[config.mk]
export PLATFORM = sky130hd
export DESIGN_NAME = isp_host_seq
export DESIGN_NICKNAME = d
export VERILOG_FILES = /design/src/rtl/isp_pkg.sv /design/src/rtl/isp_frame_shifter.sv /design/src/rtl/isp_delay_timer.sv /design/src/rtl/isp_host_seq.sv
export SDC_FILE = /design/constraint.sdc
export NUM_CORES = 1
export LEC_CHECK = 0
export BUFFER_PORTS_ARGS = -buffer_cell sky130_fd_sc_hd__clkbuf_2
export CAP_MARGIN = 30
export CORE_ASPECT_RATIO = 2
export CORE_MARGIN = 5
export CORE_UTILIZATION = 24
export CTS_CLUSTER_DIAMETER = 50
export DETAILED_ROUTE_END_ITERATION = 8
export GPL_TIMING_DRIVEN = 0
export PLACE_DENSITY = 0.36
export SETUP_SLACK_MARGIN = 0.3
export SKIP_LAST_GASP = 1
export SYNTH_ARGS = -nofsm -noshare
export SYNTH_HDL_FRONTEND = slang
export SYNTH_HIERARCHICAL = 1
export SYNTH_SLANG_ARGS = --single-unit
[constraint.sdc]
create_clock -name clk -period 5.8 [get_ports clk]
set_input_delay 0.29 -clock clk [delete_from_list [all_inputs] [get_ports clk]]
set_output_delay 0.29 -clock clk [all_outputs]
set_load 0.01 [all_outputs]
[src/rtl/isp_pkg.sv]
package isp_pkg;
  localparam int WADDR_W = 24;

  localparam logic [7:0] OP_ENABLE = 8'hAC;
  localparam logic [7:0] ECHO_BYTE = 8'h53;
  localparam logic [7:0] OP_EXTADR = 8'h4D;
  localparam logic [7:0] OP_LD_LO  = 8'h40;
  localparam logic [7:0] OP_LD_HI  = 8'h48;
  localparam logic [7:0] OP_COMMIT = 8'h4C;
  localparam logic [7:0] OP_POLL   = 8'hF0;

  typedef enum logic [3:0] {
    ST_IDLE, ST_RSTHI, ST_PWR, ST_EN, ST_PAGE, ST_EXT, ST_FETCH,
    ST_LO, ST_HI, ST_COMMIT, ST_POLL, ST_WAIT, ST_FIN
  } seq_state_t;

  function automatic int imax(input int a, input int b);
    return (a > b) ? a : b;
  endfunction
endpackage

[src/rtl/isp_frame_shifter.sv]
module isp_frame_shifter #(
  parameter int HALF_CLKS = 8
) (
  input  logic        clk,
  input  logic        rst_n,
  input  logic        go_i,
  input  logic [31:0] frame_i,
  output logic        busy_o,
  output logic        done_o,
  output logic [7:0]  byte3_o,
  output logic        bit0_o,
  output logic        sck_o,
  output logic        mosi_o,
  input  logic        miso_i
);
  localparam int HW = (HALF_CLKS > 1) ? $clog2(HALF_CLKS) : 1;
  localparam logic [HW-1:0] HALF_LAST = HW'(HALF_CLKS - 1);

  logic          busy_q, hi_q, sck_q, done_q;
  logic [HW-1:0] cnt_q;
  logic [4:0]    bit_q;
  logic [31:0]   tx_q;
  logic [15:0]   rx_q;

  always_ff @(posedge clk or negedge rst_n) begin
    if (!rst_n) begin
      busy_q <= 1'b0;
      hi_q   <= 1'b0;
      sck_q  <= 1'b0;
      done_q <= 1'b0;
      cnt_q  <= '0;
      bit_q  <= '0;
      tx_q   <= '0;
      rx_q   <= '0;
    end else begin
      done_q <= 1'b0;
      if (!busy_q) begin
        if (go_i) begin
          busy_q <= 1'b1;
          tx_q   <= frame_i;
          hi_q   <= 1'b0;
          cnt_q  <= '0;
          bit_q  <= '0;
        end
      end else if (cnt_q == HALF_LAST) begin
        cnt_q <= '0;
        if (!hi_q) begin
          sck_q <= 1'b1;
          hi_q  <= 1'b1;
          rx_q  <= {rx_q[14:0], miso_i};
        end else begin
          sck_q <= 1'b0;
          hi_q  <= 1'b0;
          if (bit_q == 5'd31) begin
            busy_q <= 1'b0;
            done_q <= 1'b1;
          end else begin
            bit_q <= bit_q + 5'd1;
            tx_q  <= {tx_q[30:0], 1'b0};
          end
        end
      end else begin
        cnt_q <= cnt_q + HW'(1);
      end
    end
  end

  assign busy_o  = busy_q;
  assign done_o  = done_q;
  assign byte3_o = rx_q[15:8];
  assign bit0_o  = rx_q[0];
  assign sck_o   = sck_q;
  assign mosi_o  = busy_q ? tx_q[31] : 1'b0;

  // clock rests low outside a frame
  a_r4_sck_idle_low: assert property (@(posedge clk) disable iff (!rst_n)
    !busy_q |-> !sck_q);
  // data line holds while clock is high
  a_r4_mosi_hold_high: assert property (@(posedge clk) disable iff (!rst_n)
    (sck_q && $past(sck_q)) |-> $stable(mosi_o));
  // a frame ends on a falling edge
  a_r4_done_low_clock: assert property (@(posedge clk) disable iff (!rst_n)
    done_q |-> !sck_q);
endmodule

[src/rtl/isp_delay_timer.sv]
module isp_delay_timer #(
  parameter int CNT_W = 8
) (
  input  logic             clk,
  input  logic             rst_n,
  input  logic             load_i,
  input  logic [CNT_W-1:0] len_i,
  output logic             zero_o
);
  logic [CNT_W-1:0] cnt_q;

  always_ff @(posedge clk or negedge rst_n) begin
    if (!rst_n)               cnt_q <= '0;
    else if (load_i)          cnt_q <= len_i;
    else if (cnt_q != '0)     cnt_q <= cnt_q - CNT_W'(1);
  end

  assign zero_o = (cnt_q == '0);
endmodule

[src/rtl/isp_host_seq.sv]
module isp_host_seq
  import isp_pkg::*;
#(
  parameter int HALF_CLKS      = 8,
  parameter int RST_PULSE_CLKS = 4,
  parameter int PWRUP_CLKS     = 400000,
  parameter int WAIT_PAGE_CLKS = 90000,
  parameter int MAX_TRIES      = 4,
  parameter int PSIZE_W        = 9,
  localparam int RETRY_W       = $clog2(MAX_TRIES + 1)
) (
  input  logic                clk,
  input  logic                rst_n,
  input  logic                start_i,
  input  logic                poll_mode_i,
  input  logic [WADDR_W-1:0]  page_base_i,
  input  logic [PSIZE_W-1:0]  page_words_i,
  input  logic                wd_valid_i,
  input  logic [15:0]         wd_data_i,
  input  logic                wd_last_i,
  output logic                wd_ready_o,
  output logic                tgt_rst_o,
  output logic                tgt_sck_o,
  output logic                tgt_mosi_o,
  input  logic                tgt_miso_i,
  output logic                done_o,
  output logic                err_o,
  output logic [RETRY_W-1:0]  retries_o
);
  localparam int TMR_MAX = imax(imax(RST_PULSE_CLKS, PWRUP_CLKS), WAIT_PAGE_CLKS);
  localparam int TMR_W   = $clog2(TMR_MAX + 1);
  localparam logic [RETRY_W-1:0] LAST_TRY = RETRY_W'(MAX_TRIES - 1);

  seq_state_t state_q, state_n;

  logic               launched_q, sh_go, sh_busy, sh_done, sh_bit0;
  logic [7:0]         sh_byte3;
  logic [31:0]        frame;
  logic               tmr_load, tmr_zero;
  logic [TMR_W-1:0]   tmr_len;
  logic               is_send, accept_start, word_take, page_end;

  logic [WADDR_W-1:0] page_q, cur_q;
  logic [PSIZE_W-1:0] psize_q, widx_q;
  logic [15:0]        word_q;
  logic               last_q, poll_q, ext_vld_q, done_q, err_q;
  logic [7:0]         ext_q;
  logic [RETRY_W-1:0] retries_q;

  isp_frame_shifter #(.HALF_CLKS(HALF_CLKS)) u_shift (
    .clk     (clk),
    .rst_n   (rst_n),
    .go_i    (sh_go),
    .frame_i (frame),
    .busy_o  (sh_busy),
    .done_o  (sh_done),
    .byte3_o (sh_byte3),
    .bit0_o  (sh_bit0),
    .sck_o   (tgt_sck_o),
    .mosi_o  (tgt_mosi_o),
    .miso_i  (tgt_miso_i)
  );

  isp_delay_timer #(.CNT_W(TMR_W)) u_timer (
    .clk    (clk),
    .rst_n  (rst_n),
    .load_i (tmr_load),
    .len_i  (tmr_len),
    .zero_o (tmr_zero)
  );

  assign is_send = (state_q == ST_EN) || (state_q == ST_EXT) || (state_q == ST_LO) ||
                   (state_q == ST_HI) || (state_q == ST_COMMIT) || (state_q == ST_POLL);
  assign sh_go        = is_send && !launched_q && !sh_busy;
  assign accept_start = start_i && ((state_q == ST_IDLE) || (state_q == ST_FIN));
  assign word_take    = (state_q == ST_FETCH) && wd_valid_i;
  assign page_end     = last_q || (widx_q == psize_q - PSIZE_W'(1));

  always_comb begin
    frame = 32'h0;
    case (state_q)
      ST_EN:     frame = {OP_ENABLE, ECHO_BYTE, 16'h0000};
      ST_EXT:    frame = {OP_EXTADR, 8'h00, page_q[23:16], 8'h00};
      ST_LO:     frame = {OP_LD_LO, 8'h00, cur_q[7:0], word_q[7:0]};
      ST_HI:     frame = {OP_LD_HI, 8'h00, cur_q[7:0], word_q[15:8]};
      ST_COMMIT: frame = {OP_COMMIT, page_q[15:8], page_q[7:0], 8'h00};
      ST_POLL:   frame = {OP_POLL, 24'h000000};
      default:   frame = 32'h0;
    endcase
  end

  always_comb begin
    state_n  = state_q;
    tmr_load = 1'b0;
    tmr_len  = '0;
    case (state_q)
      ST_IDLE, ST_FIN: begin
        if (start_i) begin
          state_n  = ST_RSTHI;
          tmr_load = 1'b1;
          tmr_len  = TMR_W'(RST_PULSE_CLKS);
        end
      end
      ST_RSTHI: begin
        if (tmr_zero) begin
          state_n  = ST_PWR;
          tmr_load = 1'b1;
          tmr_len  = TMR_W'(PWRUP_CLKS);
        end
      end
      ST_PWR:   if (tmr_zero) state_n = ST_EN;
      ST_EN: begin
        if (sh_done) begin
          if (sh_byte3 == ECHO_BYTE) begin
            state_n = ST_PAGE;
          end else if (retries_q == LAST_TRY) begin
            state_n = ST_FIN;
          end else begin
            state_n  = ST_RSTHI;
            tmr_load = 1'b1;
            tmr_len  = TMR_W'(RST_PULSE_CLKS);
          end
        end
      end
      ST_PAGE: begin
        if (!ext_vld_q || (ext_q != page_q[23:16])) state_n = ST_EXT;
        else                                        state_n = ST_FETCH;
      end
      ST_EXT:   if (sh_done) state_n = ST_FETCH;
      ST_FETCH: if (wd_valid_i) state_n = ST_LO;
      ST_LO:    if (sh_done) state_n = ST_HI;
      ST_HI:    if (sh_done) state_n = page_end ? ST_COMMIT : ST_FETCH;
      ST_COMMIT: begin
        if (sh_done) begin
          if (poll_q) begin
            state_n = ST_POLL;
          end else begin
            state_n  = ST_WAIT;
            tmr_load = 1'b1;
            tmr_len  = TMR_W'(WAIT_PAGE_CLKS);
          end
        end
      end
      ST_POLL:  if (sh_done && !sh_bit0) state_n = last_q ? ST_FIN : ST_PAGE;
      ST_WAIT:  if (tmr_zero) state_n = last_q ? ST_FIN : ST_PAGE;
      default:  state_n = ST_IDLE;
    endcase
  end

  always_ff @(posedge clk or negedge rst_n) begin
    if (!rst_n) begin
      state_q    <= ST_IDLE;
      launched_q <= 1'b0;
      page_q     <= '0;
      cur_q      <= '0;
      psize_q    <= '0;
      widx_q     <= '0;
      word_q     <= '0;
      last_q     <= 1'b0;
      poll_q     <= 1'b0;
      ext_vld_q  <= 1'b0;
      ext_q      <= '0;
      done_q     <= 1'b0;
      err_q      <= 1'b0;
      retries_q  <= '0;
    end else begin
      state_q <= state_n;
      if (sh_done)    launched_q <= 1'b0;
      else if (sh_go) launched_q <= 1'b1;

      if (accept_start) begin
        page_q    <= page_base_i;
        cur_q     <= page_base_i;
        psize_q   <= page_words_i;
        poll_q    <= poll_mode_i;
        widx_q    <= '0;
        last_q    <= 1'b0;
        ext_vld_q <= 1'b0;
        done_q    <= 1'b0;
        err_q     <= 1'b0;
        retries_q <= '0;
      end

      if ((state_q == ST_EN) && sh_done && (sh_byte3 != ECHO_BYTE)) begin
        retries_q <= retries_q + RETRY_W'(1);
        if (retries_q == LAST_TRY) err_q <= 1'b1;
      end

      if ((state_q == ST_EXT) && sh_done) begin
        ext_vld_q <= 1'b1;
        ext_q     <= page_q[23:16];
      end

      if (word_take) begin
        word_q <= wd_data_i;
        last_q <= wd_last_i;
      end

      if ((state_q == ST_HI) && sh_done) begin
        cur_q  <= cur_q + WADDR_W'(1);
        widx_q <= page_end ? '0 : widx_q + PSIZE_W'(1);
      end

      if ((state_n == ST_PAGE) && (state_q != ST_EN)) page_q <= cur_q;

      if ((state_n == ST_FIN) && (state_q != ST_FIN)) done_q <= 1'b1;
    end
  end

  assign wd_ready_o = (state_q == ST_FETCH);
  assign tgt_rst_o  = (state_q == ST_RSTHI);
  assign done_o     = done_q;
  assign err_o      = err_q;
  assign retries_o  = retries_q;

  // clock held low while reset line is high
  a_r2_sck_low_in_rst: assert property (@(posedge clk) disable iff (!rst_n)
    tgt_rst_o |-> !tgt_sck_o);
  // stream accepted only with the link idle
  a_r9_ready_link_idle: assert property (@(posedge clk) disable iff (!rst_n)
    wd_ready_o |-> !sh_busy);
  // error only ever reported together with done
  a_r6_err_with_done: assert property (@(posedge clk) disable iff (!rst_n)
    err_o |-> done_o);
  // retry count never passes the limit
  a_r6_retry_bound: assert property (@(posedge clk) disable iff (!rst_n)
    retries_o <= RETRY_W'(MAX_TRIES));
  // done holds until a new start
  a_r13_done_hold: assert property (@(posedge clk) disable iff (!rst_n)
    (done_o && !start_i) |=> done_o);
  // status frames only in poll mode
  a_r11_poll_mode_only: assert property (@(posedge clk) disable iff (!rst_n)
    (state_q == ST_POLL) |-> poll_q);
endmodule

Word-level counts from Yosys, hierarchy flattened:

Cells that the tools add are included.
W data, S select, Z words.

* register bits after elaboration: 182
* bits of input ports: 56
* output and inout bits: 9
* logic and storage cells: 178

* add/sub/neg operators: 7
* eq/ne operators: 26
* multiplexer cells: 81
* bitwise operators: 1
* reductions and logical operators: 40

Operator list (number)
* $pmux W32 S6: 1
* $mux W32: 5
* $pmux W19 S4: 1
* $mux W24: 3
* $mux W4: 15
* $mux W19: 3
* $pmux W4 S12: 1
* $mux W17: 2
* $mux W1: 31
* $mux W3: 9
* $mux W9: 3
* $mux W5: 5
* $add A24 B1 Y24 const B: 1
* $eq A4 B4 Y1 const B: 6
* $eq A4 B3 Y1 const B: 5
* $logic_not A19 Y1: 1
* $reduce_bool A19 Y1: 1
* $sub A19 B1 Y19 const B: 1
* $reduce_bool A2 Y1: 9
* $logic_and A1 B1 Y1: 11
* $add A9 B1 Y9 const B: 1
* $eq A9 B9 Y1: 1
* $sub A9 B1 Y9 const B: 1
* $eq A4 B2 Y1 const B: 2
* 22 further kinds: 36

Longest topological paths before layout:

Gate-level depths: netlist of the first run.

* word-level depth: 10
* gate-level depth with buffers: 13
* mapped depth without buffers: 12

Cells and area by module:

The synthesis of the first run kept the hierarchy.

By module, submodules not included
* isp_host_seq: times used 1, cells each 680, area an instance 6147.1 um^2, seq. area each 2577.5 um^2
* isp_frame_shifter: times used 1, cells each 236, area an instance 2611.3 um^2, seq. area each 1501.4 um^2
* isp_delay_timer: times used 1, cells each 127, area an instance 1117.3 um^2, seq. area each 475.5 um^2

Least setup slack after synthesis of the first run:

No wires, ideal clock.

* path type: register -> register
* start point: register u_timer.cnt_q[14]
* end point: register page_q[10]
* library setup time: 0.125 ns
* arrival time: 3.389 ns
* required time: 5.675 ns
* setup slack: 2.286 ns
* cell stages (with the launch flop): 14
* path through: dfrtp_1 -> or4_4 -> or4b_1 -> buf_2 -> nor2_2 -> inv_1 -> a32oi_1 -> nand4_1 -> a311oi_1 -> o31ai_1 -> nor2_1 -> nand4b_4 -> buf_12 -> mux2_4

* word-level cells in the longest chain between the ends: 6
* elaborated cells on any way between the ends: 9
* those cells by class: eq/ne: 1; mux: 5; reduce/logical: 3

Ends and longest elaborated chain
* from (decl): RTL line isp_delay_timer.sv:10 `logic [CNT_W-1:0] cnt_q;`
* from (signal assigned): RTL line isp_delay_timer.sv:14 `else if (load_i) cnt_q <= len_i;`
* from (signal assigned): RTL line isp_delay_timer.sv:15 `else if (cnt_q != '0) cnt_q <= cnt_q - CNT_W'(1);`
* $logic_not A19 Y1 (*): RTL line isp_delay_timer.sv:18 `assign zero_o = (cnt_q == '0);`
* via tmr_zero: RTL line isp_host_seq.sv:39 `logic tmr_load, tmr_zero;`
* $mux W4 (on tied branches): RTL line isp_host_seq.sv:145, isp_host_seq.sv:105, isp_host_seq.sv:111
* $pmux W4 S12 (*): RTL line isp_host_seq.sv:96 `case (state_q)`
* $eq A4 B3 Y1 (*): RTL line isp_host_seq.sv:204 `if ((state_n == ST_PAGE) && (state_q != ST_EN)) page_q <= cur_q;`
* $logic_and A1 B1 Y1 (*): RTL line isp_host_seq.sv:204
* $mux W24 / $reduce_bool A2 Y1 (equally long branches)
* to (signal assigned): RTL line isp_host_seq.sv:172 `page_q <= page_base_i;`
* to (signal assigned): RTL line isp_host_seq.sv:204
* to (decl): RTL line isp_host_seq.sv:43 `logic [WADDR_W-1:0] page_q, cur_q;`

Mark *: on every way through the listed nets, which the timed path passes. The rest lies on a longest branch.
A chain may end at the register's enable or synchronous reset.

Final worst setup path of the first run:

* start point: register state_q[3]
* end point: register u_timer.cnt_q[0]

* word-level cells in the longest chain between the ends: 4
* elaborated cells on any way between the ends: 10
* those cells by class: eq/ne: 4; mux: 3; reduce/logical: 3

Ends and longest elaborated chain
* from (decl): RTL line isp_host_seq.sv:34 `seq_state_t state_q, state_n;`
* from (signal assigned): RTL line isp_host_seq.sv:167 `state_q <= state_n;`
* $eq A4 B4 Y1 / $logic_not A4 Y1 (equally long branches): RTL line isp_host_seq.sv:96
* $reduce_or A2 Y1: RTL line isp_host_seq.sv:96
* $pmux W1 S4 (*): RTL line isp_host_seq.sv:96
* via tmr_load: RTL line isp_host_seq.sv:39
* $mux W19 / $reduce_bool A2 Y1 (equally long branches)

Marked as above.

==> results of run 1 <==
routing by layer:
| layer | share of wire | track usage | vias up | routed length (um) |
|---|---|---|---|---|
| met3 | 0.018 | 0.0208 | 58 | 577 |
| met1 | 0.37 | 0.144 | 3921 | 11800 |
| met2 | 0.56 | 0.264 | 127 | 17600 |
| met4 | 0.050 | 0.0758 | 0 | 1600 |
| li1 | - | - | 3841 | - |
| met5 | 0 | 0 | - | 0 |
through the flow:
| stage | instances | hold slack (ns) | cell area, um^2 |
|---|---|---|---|
| floorplan | 1050 | -0.00559 | 9900 |
| global placement | 1649 | 0.466 | 10900 |
| detailed placement | 1651 | 0.425 | 10900 |
| CTS | 1684 | 0.00148 | 11600 |
| global route | 1684 | 0.0249 | 11600 |
| finish | 1684 | 0.0304 | 11600 |
repair_timing:
item / 4_1_cts / 5_1_grt
gates resized for setup: 0 / 0
hold buffers: 1 / 0
hold endpoints to repair: 84 / 0
setup buffers: 0 / 0
area by class of cell:
class	instances	area, um^2
Buffer	65	354
Timing Repair Buffer	67	372
Multi-Input combinational cell	739	4750
Sequential cell	182	4550
Fill cell	4355	29300
Tap cell	535	669
Inverter	64	240
Clock buffer	20	467
Clock inverter	12	165
report_power, final:
group / switching (uW) / internal [uW] / total, uW
Combinational: 1020 / 754 / 1780
Clock: 559 / 721 / 1280
Sequential: 391 / 1660 / 2050
Total: 1970 / 3140 / 5110
placed cells by master, fill, tap and decap left out, drive strengths merged, types with 4 or more instances in the layout:
cell type,instances
nand2,198
dfrtp,182
clkbuf,121
inv,69
mux2,67
a21oi,53
nor2,53
o21ai,48
o22ai,36
buf,30
nand3,29
xor2,19
xnor2,16
and3,16
nor3,15
ha,14
a22o,14
a211oi,12
o31ai,12
nand4,9
nor4,8
a222oi,8
conb,8
and2,6
or3,6
nand2b,6
mux2i,6
nor2b,5
o211ai,5
a311oi,5
nor4bb,4
and4,4
or2,4
state kept, by name, indices dropped and copies added, names as in the netlist, 8 cells and up:
signal	count
cur_q	24
ext_q	8
page_q	24
psize_q	9
u_shift/rx_q	16
u_shift/tx_q	32
u_timer/cnt_q	19
widx_q	9
word_q	16
cell families (layout without fill, tap and decap cells):
group,count (synthesis),after routing,share of synthesized area
AOI/OAI and AO/OA,232,232,0.156
xor gates and xnor gates,35,35,0.0310
adders and majority gates,14,14,0.0177
buffers and inverters,129,228,0.0602
DFF,182,182,0.461
muxes,73,73,0.0931
other,1,8,0.000380
and+or+nand+nor,377,377,0.180
worst max-delay path, cell delays in order, from the launching register on:
cell and delay (ns):
dfrtp_1 0.44, inv_1 0.12, ha_1 0.19, clkbuf_1 0.22
o21ai_0 0.34, or3_1 0.16, clkbuf_1 0.48, clkbuf_1 0.62
clkbuf_1 0.51, nand3_1 0.30, clkbuf_1 0.33, clkbuf_1 0.33
o31ai_1 0.30
final timing paths:
check,start,end,depth (start not counted)
min in group asynchronous,rst_n,u_timer/cnt_q[17],2
hold reg to reg,ext_vld_q,ext_vld_q,2
hold / removal,page_words_i[4],psize_q[4],3
setup reg to reg,state_q[3],u_timer/cnt_q[0],12
max in group asynchronous,rst_n,page_q[9],3
setup / recovery,state_q[3],u_timer/cnt_q[0],12
==> metrics.md, run 1 <==
| Metric | Value |
|---|---|
| Initial Util | 0.242 |
| Clock Path Buffers | 2 |
| Max Freq | 225 MHz |
| Worst-path fanout max | 10 |
| Slew margin rel. | 0.310 |
| Router iterations before antenna repair | 5 |
| Seq/Total Area, Yosys | 0.461 |
| EDFF count, synth | 0 |
| Number of global-route vias before repair | 8430 |
| Final ANT Viol Nets | 0 |
| Arr. time, crit path | 4.79 ns |
| Avg Cell Area, Syn | ~9.5 um^2 |
| Clock sink count | around 180 |
| Synth warn | 6 |
| Synth top cells by count | nand2_1 (197), dfrtp_1 (182), inv_1 (63) |
| Starting DRT DRC Count | roughly 380 |
| Most frequent cell after synthesis | nand2_1 |
| First-pass GRT wire length | 49.2 mm |
| DRC viols | 0 |
| Crit path launch type | flip-flop |
| Hold crit path type | in2reg |
| Die X | 153 um |
| Initial antenna violation count | 0 |
| RSZ-0062 raised after global routing | no |
| Remaining global-route overflow | 0 |
| CTS tree | done |
| Pwr Total | about 5100 uW |
| MaxCap Viol Count | 0 |
| Final worst setup slack | 1.36 ns |
| CP Capture Type | flip-flop |
| Vias/cell | about 4.7 |
| Clock transition at the registers of the reported paths | 0.07 ns |
| I/O Buffers | 64 |
| Cell taking the most area after synthesis | dfrtp_1 |
| Status | completed |
| # rows | 105 |
| Final hold violation count | 0 |
| N_diodes | 0 |
| Synth top area share | 0.461 |
| Lkg Pwr | 0.00550 uW |
| H-tree depth | 4 |
| Setup TNS Final | 0 ns |
| Mapped Area | 9880 um^2 |
| # IOs | 65 |
| Syn-to-layout area delta | 17.2% |
| Core Footprint | 40900 um^2 |
| Power per cell area | 441 nW/um^2 |
| Clk_skew | 0.0155 ns |
| Flops & latches, synth | 182 |
| Fraction of layout cells with a size suffix above 1 | 0.183 |
| Final Util | 0.283 |
| Synth cell types | 81 |
| Clk Latency, worst-skew pair | between 0.4 and 0.5 ns |
| Chip Height | 297 um |
| Slew Viols, Final | 0 |
| Dpl hpwl | 23.8 mm |
| Ys async rst share | 1.00 |
| GRT Total Usage | 0.139 |
| Drt wl/cell | 18.8 um |
| Pin count of the biggest net entering global routing | 99 |
| Final nets | 1206 |
| Num CTS Buffers | 17 |
| Min Clock Period, post-route | 4.44 ns |
| Die Footprint | 45600 um^2 |
| Setup Viol. Count Final | 0 |
| Tightest Pin Transition | 1.01 ns |
| Gpl congestion | around 0.8 |
| WP data required | 6.16 ns |
| Total wire length | 31.6 mm |
| Area contributors post-synth | dfrtp_1 (46%), nand2_1 (7.5%), mux2_2 (4.4%), mux2_4 (4.3%), a21oi_1 (2.6%) |
| Top FF cell, synth | dfrtp_1 |
| R2R setup slack | approximately 1.4 ns |
| DR vias | 7947 |
| Crit Path Class | reg2reg |
| Period utilization | 0.765 |
| Cells after Synth | 1043 |
| Pre-CTS WS | 1.16 ns |
| Root Driver | clkbuf_16 |
| Max VDD drop | 215 uV |
Note: power is estimated with default switching activity, not from simulation.
==> inputs of run 2 (changes only) <==
--- a/config.mk
+++ b/config.mk
@@ -5,6 +5,7 @@
 export SDC_FILE = /design/constraint.sdc
 export NUM_CORES = 1
 export LEC_CHECK = 0
+export ABC_AREA = 1
 export BUFFER_PORTS_ARGS = -buffer_cell sky130_fd_sc_hd__clkbuf_2
 export CAP_MARGIN = 30
 export CORE_ASPECT_RATIO = 2
@@ -13,7 +14,7 @@
 export CTS_CLUSTER_DIAMETER = 50
 export DETAILED_ROUTE_END_ITERATION = 8
 export GPL_TIMING_DRIVEN = 0
-export PLACE_DENSITY = 0.36
+export PLACE_DENSITY = 0.37
 export SETUP_SLACK_MARGIN = 0.3
 export SKIP_LAST_GASP = 1
 export SYNTH_ARGS = -nofsm -noshare
==> constraint.sdc (replaced) <==
create_clock -name clk -period 3.75 [get_ports clk]
set_input_delay 0.1875 -clock clk [delete_from_list [all_inputs] [get_ports clk]]
set_output_delay 0.1875 -clock clk [all_outputs]
set_load 0.01 [all_outputs]
==> run 2 against run 1 <==
Against the previous run: sequential share of layout area fell by 3.7 points; wire length up 12%; sequential power grew 44%; clock power is 47% higher; fmax grew 39%; final cell count up 22%; register-to-register slack worse by 0.81 ns; critical path depth grew 7; die area is 7.9% higher; hold slack improved by 0.012 ns; setup slack worse by 0.81 ns.
==> metrics.md, run 2 <==
| Metric | Value |
|---|---|
| Initial Util | 0.242 |
| Cell taking the most area after synthesis | dfrtp_1 |
| Slew Viols, Final | 0 |
| # rows | 109 |
| WP data required | 4.10 ns |
| XOR/XNOR Fraction of Synth Area | 0.0246 |
| # IOs | 65 |
| RSZ-0062 raised after global routing | no |
| Chip Height | 309 um |
| Worst-path fanout max | 10 |
| Final ANT Viol Nets | 0 |
| Synth Area in Simple Gates | 0.299 |
| Max Freq | 313 MHz |
| Min Clock Period, post-route | 3.20 ns |
| Largest Register | u_shift/tx_q |
| Period utilization | 0.852 |
| First-pass GRT wire length | 56.2 mm |
| Mapped Area | ~11000 um^2 |
| Avg Cell Area, Syn | about 7.8 um^2 |
| Number of global-route vias before repair | 10.0k |
| Worst Hold Slack | 0.0429 ns |
| Arr. time, crit path | 3.55 ns |
| Pwr Total | 7870 uW |
| Largest regs | u_shift/tx_q x32, cur_q x24, page_q x24 |
| EDFF count, synth | 0 |
| Max reg flops | 32 |
| Gpl congestion | about 0.86 |
| Clock sink count | approximately 180 |
| Starting DRT DRC Count | 368 |
| Met3 wire length | 713 um |
| Clk_skew | 0.0138 ns |
| Post-Synth Adder-Cell Area | 0.0164 |
| CP Capture Type | flip-flop |
| Hold crit path type | in2reg |
| Dpl hpwl | between 20 and 30 mm |
| CTS tree | done |
| DRC viols | 0 |
| Commonest non-fill, non-tap cell in the layout | nand2_1 |
| Vias/cell | roughly 4.6 |
| Drt wl/cell | 17.1 um |
| H-tree depth | 4 |
| Status | completed |
| DR vias | 9399 |
| Mux contribution to synthesized area | 0.0168 |
| Setup Viol. Count Final | 0 |
| Final hold violation count | 0 |
| MaxCap Viol Count | 0 |
| Remaining global-route overflow | 0 |
| Power per cell area | a little over 600 nW/um^2 |
| Synth cell types | 53 |
| Crit Path Class | reg2reg |
| Clk Latency, worst-skew pair | 0.46 ns |
| Most frequent cells in the layout | nand2_1 (426), dfrtp_1 (182), inv_1 (125), nand3_1 (100), nor2_1 (79) |
| Met1 WL | 13.4 mm |
| N_diodes | 0 |
| Lkg Pwr | 0.00631 uW |
| Tightest Pin Transition | 0.871 ns |
| GRT Total Usage | 0.146 |
| Seq/Total Area, Yosys | 0.426 |
| Synth top area share | 0.426 |
| Clock Path Buffers | 2 |
| Largest family of logic cells by synthesized area | simple AND/OR/NAND/NOR gates |
| Die Footprint | 49100 um^2 |
| Cells after Synth | 1366 |
| Area contributors post-synth | dfrtp_1 (43%), nand2_1 (15%), nand3_1 (4.7%), inv_1 (4.5%), nor2_1 (2.9%) |
| Most frequent cell after synthesis | nand2_1 |
| Flops & latches, synth | around 180 |
| I/O Buffers | 64 |
| Root Driver | clkbuf_16 |
| Placed cell count | 1994 |
| Clock transition at the registers of the reported paths | 0.08 ns |
| Syn-to-layout area delta | 19.4% |
| Top FF cell, synth | dfrtp_1 |
| Synth Area in Compound Gates | 0.128 |
| Synth top cells by count | nand2_1 (427), dfrtp_1 (182), inv_1 (127) |
| Final worst setup slack | approximately 0.55 ns |
| Met2 WL post-DR | 20.2 mm |
| Ys async rst share | 1.00 |
| Initial antenna violation count | 0 |
| Synth warn | 6 |
| Final nets | 1561 |
| Slew margin rel. | 0.415 |
| Fraction of layout cells with a size suffix above 1 | 0.176 |
| Total wire length | 35.3 mm |
| Max VDD drop | 214 uV |
| Router iterations before antenna repair | 5 |
| Die X | 159 um |
| Core Footprint | 44200 um^2 |
| Pin count of the biggest net entering global routing | just under 100 |
| Num CTS Buffers | 17 |
| Pre-CTS WS | -0.242 ns |
| Post-Layout Cell Count | 2059 |
| Crit path launch type | flip-flop |
| Top Layer Used | met4 |
| Fillers | 4893 |
## run 2: area by class of cell
class / instances / area [um^2] / share of cell area
clock inverter: 15 / 169 / 0.0132
inverter: 140 / 528 / 0.0414
timing repair buffer: 99 / 694 / 0.0544
clock buffer: 17 / 425 / 0.0333
buffer: 62 / 432 / 0.0338
tap: 555 / 694 / 0.0544
sequential: 182 / 4550 / 0.357
multi-input combinational: 989 / 5270 / 0.413
## run 2: timing repair
item                       CTS  global route
setup buffers                2             2
hold endpoints to repair   114             0
hold buffers                29             0
setup endpoints to repair   44            66
gates resized for setup     10            12
pin swaps                    2             3
## run 2: cell families (layout without fill, tap and decap cells)
group	Yosys count	after routing
xor gates and xnor gates	30	30
other	1	8
adders and majority gates	14	14
and+or+nand+nor	710	710
muxes	16	16
AOI/OAI and AO/OA	211	211
DFF	182	182
buffers and inverters	202	333
## run 2: metrics by stage
| stage | TNS [ns] | util | area (um^2) |
|---|---|---|---|
| 6_report | 0 | 0.289 | 12800 |
| 5_1_grt | 0 | 0.289 | 12800 |
| 4_1_cts | 0 | 0.288 | 12700 |
| 3_5_place_dp | -6.44 | 0.267 | 11800 |
| 3_3_place_gp | -307.88 | 0.266 | 11700 |
| 2_1_floorplan | 0 | - | 10700 |
## run 2: where the power goes
part	switching, uW	internal (uW)
Sequential	487	2480
Combinational	1950	1080
Clock	939	946
## run 2: worst paths after layout
path	start	endpoint	slack (ns)	cells past startpoint
min in group asynchronous	rst_n	psize_q[1]	0.37	2
min reg2reg	u_shift/rx_q[4]	u_shift/rx_q[4]	0.47	2
max reg2reg	u_timer/cnt_q[0]	page_q[23]	0.55	19
min	page_base_i[19]	cur_q[19]	0.04	3
max	u_timer/cnt_q[0]	page_q[23]	0.55	19
max in group asynchronous	rst_n	word_q[2]	2.34	3
## run 2: per-layer routing
layer	global-route usage	vias to the layer above
li1	-	4706
met1	0.150	4486
met2	0.291	158
met3	0.0185	49
met4	0.0608	0
met5	0	-
## run 2: worst max-delay path, cell delays in order (launching register included)
cell and delay [ns]:
dfrtp_1 0.41, inv_2 0.12, ha_4 0.17, nand2_4 0.10, nor2_8 0.18, nand2_1 0.16
nor4_4 0.22, inv_2 0.11, nand2_1 0.09, o21ai_1 0.08, nor2_2 0.19, o211ai_1 0.14
a21oi_2 0.19, nand4_1 0.16, nor2_4 0.23, nand2_2 0.09, buf_6 0.16, buf_8 0.16
nand3_2 0.06, nand2_1 0.05
==> inputs of run 3 (changes only) <==
--- a/config.mk
+++ b/config.mk
@@ -8,13 +8,15 @@
 export ABC_AREA = 1
 export BUFFER_PORTS_ARGS = -buffer_cell sky130_fd_sc_hd__clkbuf_2
 export CAP_MARGIN = 30
+export CELL_PAD_IN_SITES_DETAIL_PLACEMENT = 1
+export CELL_PAD_IN_SITES_GLOBAL_PLACEMENT = 1
 export CORE_ASPECT_RATIO = 2
 export CORE_MARGIN = 5
 export CORE_UTILIZATION = 24
 export CTS_CLUSTER_DIAMETER = 50
 export DETAILED_ROUTE_END_ITERATION = 8
 export GPL_TIMING_DRIVEN = 0
-export PLACE_DENSITY = 0.37
+export PLACE_DENSITY = 0.46
 export SETUP_SLACK_MARGIN = 0.3
 export SKIP_LAST_GASP = 1
 export SYNTH_ARGS = -nofsm -noshare
==> run 3 against run 2 <==
Against the previous run: via count increased by 0.84%; sequential cell count did not move; register-to-register slack lost 0.03 ns; critical path depth down 8; wire length increased by 6.8%; fmax fell by 1.0%; non-clock buffer count is 3 higher; first-iteration DRC count shrank 13%.
==> metrics.md, run 3 (same netlist as run 2, synthesis figures left out) <==
| Metric | Value |
|---|---|
| Min Clock Period, post-route | about 3.2 ns |
| Setup Viol. Count Final | 0 |
| I/O Buffers | 64 |
| Largest Register | u_shift/tx_q |
| Die Footprint | 49100 um^2 |
| Num CTS Buffers | 17 |
| DR vias | 9478 |
| Clk Latency, worst-skew pair | 0.46 ns |
| Most frequent cells in the layout | nand2_1 (426), dfrtp_1 (182), inv_1 (124), nand3_1 (100), nor2_1 (79) |
| H-tree depth | 4 |
| Final nets | 1564 |
| Reg-to-reg critical path endpoint | u_timer/cnt_q[1] |
| Dpl hpwl | slightly below 30 mm |
| Starting DRT DRC Count | 319 |
| Die X | 159 um |
| Slowest cell on the critical path | o211ai_1 |
| Fraction of layout cells with a size suffix above 1 | 0.179 |
| Largest delay contributor family on the critical path | buffers and inverters |
| Largest stage delay on the critical path | 0.49 ns |
| Origin of the worst min-delay path | page_base_i[1] |
| Status | completed |
| WP data required | 4.09 ns |
| Syn-to-layout area delta | 19.6% |
| CP startpoint | state_q[2] |
| Vias/cell | 4.60 |
| Crit path launch type | flip-flop |
| Hold crit path type | in2reg |
| Final hold violation count | 0 |
| Internal power | 4570 uW |
| CP Cell Sequence | inv_1 > ha_1 > nand2_2 > clkinv_1 > nand2_1 > nand3_1 > o211ai_1 > clkbuf_1 > o21ai_0 > nand2_1 > o21ai_1 |
| Commonest non-fill, non-tap cell in the layout | nand2_1 |
| Slew margin rel. | 0.432 |
| Fillers | roughly 5.4k |
| Reg power frac | 0.378 |
| GRT Total Usage | 0.158 |
| Clk_skew | just under 0.008 ns |
| CP Capture Type | flip-flop |
| Slew Viols, Final | 0 |
| Crit Path Class | reg2reg |
| Max VDD drop | between 200 and 300 uV |
| Clock sink count | 182 |
| Number of global-route vias before repair | 10.6k |
| Max Freq | 310 MHz |
| Clock power frac | 0.234 |
| Hold Path Cell Cnt | 3 |
| Pin count of the biggest net entering global routing | 91 |
| Arr. time, crit path | 3.57 ns |
| Net Switching | between 3000 and 4000 uW |
| CP dominant cell by count | nand2_1 |
| Clock transition at the registers of the reported paths | 0.08 ns |
| Largest regs | u_shift/tx_q x32, cur_q x24, page_q x24 |
| R2r startpoint | state_q[2] |
| CP bufs+invs | 3 |
| Tightest Pin Transition | 0.846 ns |
| Max reg flops | 32 |
| Worst hold endpoint | cur_q[1] |
| Lkg Pwr | 0.00634 uW |
| Post-Layout Cell Count | 2062 |
| Placed cell count | 1995 |
| First-pass GRT wire length | about 61 mm |
| Core Footprint | 44200 um^2 |
| # IOs | 65 |
| DP Area | 11800 um^2 |
| Total wire length | 37.7 mm |
| Router iterations before antenna repair | 5 |
| Root Driver | clkbuf_16 |
| Final ANT Viol Nets | 0 |
| Initial Util | 0.242 |
| Gpl congestion | 0.783 |
| N_diodes | 0 |
| Worst-path fanout max | 10 |
| Drt wl/cell | 18.3 um |
| Chip Height | 309 um |
| Initial antenna violation count | 0 |
| Fin area | 12800 um^2 |
| Remaining global-route overflow | 0 |
| RSZ-0062 raised after global routing | yes |
| Combinational power share | 0.388 |
| Pwr Total | 7920 uW |
| Clock Path Buffers | 2 |
| R2R setup slack | ~0.52 ns |
| Switching Fraction | 0.423 |
| Reg2Reg Depth | 11 |
| Power per cell area | roughly 620 nW/um^2 |
| # rows | 109 |
| Period utilization | 0.861 |
| CTS tree | done |
| MaxCap Viol Count | 0 |
| DRC viols | 0 |
run 3: changes by cell type in the layout (fill, tap and decap cells not counted), moves of 2 or more:
cell / previous run / this run
buf_4: 17 / 22
clkinv_4: 5 / 0
clkinv_2: 1 / 5
inv_8: 3 / 0
clkinv_8: 2 / 0
inv_6: 1 / 3
run 3: layout make-up:
| class | instances | area, um^2 | share of cell area |
|---|---|---|---|
| multi-input combinational | 989 | 5280 | 0.413 |
| sequential | 182 | 4550 | 0.356 |
| timing repair buffer | 102 | 724 | 0.0566 |
| tap | 555 | 694 | 0.0543 |
| inverter | 140 | 528 | 0.0413 |
| clock buffer | 20 | 447 | 0.0349 |
| buffer | 62 | 437 | 0.0341 |
| clock inverter | 12 | 126 | 0.00988 |
run 3: routing by layer:
layer	wire length [um]	vias up	track usage
li1	-	4700	-
met1	14200	4599	0.164
met5	0	-	0
met3	710	52	0.0221
met4	1200	0	0.0592
met2	21600	127	0.317
run 3: how the worst max path moves through the flow:
stage | endpoint | slack, ns | depth (start not counted)
floorplan | page_q[23] | 0.70 | 19
global placement | u_shift/rx_q[4] | -1.76 | 1
detailed placement | page_q[12] | -0.37 | 18
CTS | page_q[9] | 0.35 | 18
global route | u_timer/cnt_q[1] | 0.27 | 11
finish | u_timer/cnt_q[1] | 0.52 | 11
run 3: timing repair:
item                                    in CTS  in global routing
pin swaps                                    4                  4
gates resized for setup                     13                 17
endpoints found under the hold margin       62                  0
endpoints found under the setup margin      49                 76
hold buffers                                29                  0
setup buffers                                5                  1
run 3: worst min-delay path: cells and delay by family:
kind            cells  cell delay (ns)
compound gates      1             0.09
buf+inv             1             0.09
simple gates        1             0.07
run 3: power groups by stage:
| stage | Clock [uW] | Sequential, uW | Combinational (uW) |
|---|---|---|---|
| 6_report | 1850 | 2990 | 3070 |
| 4_1_cts | 1940 | 3010 | 3130 |
| 5_1_grt | 2000 | 3070 | 3510 |
| 3_3_place_gp | 0 | 3030 | 2990 |
| 3_5_place_dp | 0 | 3040 | 3040 |
| 2_1_floorplan | 0 | 2860 | 2170 |
run 3: through the flow:
step	util	setup TNS, ns	setup WS (ns)	hold slack, ns
after detailed placement	0.267	-10.17	-0.372	0.108
after CTS	0.288	0	0.351	0.00215
final	0.290	0	0.521	0.0307
after floorplan	-	0	0.705	-0.108
after global routing	0.290	0	0.268	0.0393
after global placement	0.266	-325.94	-1.76	0.397
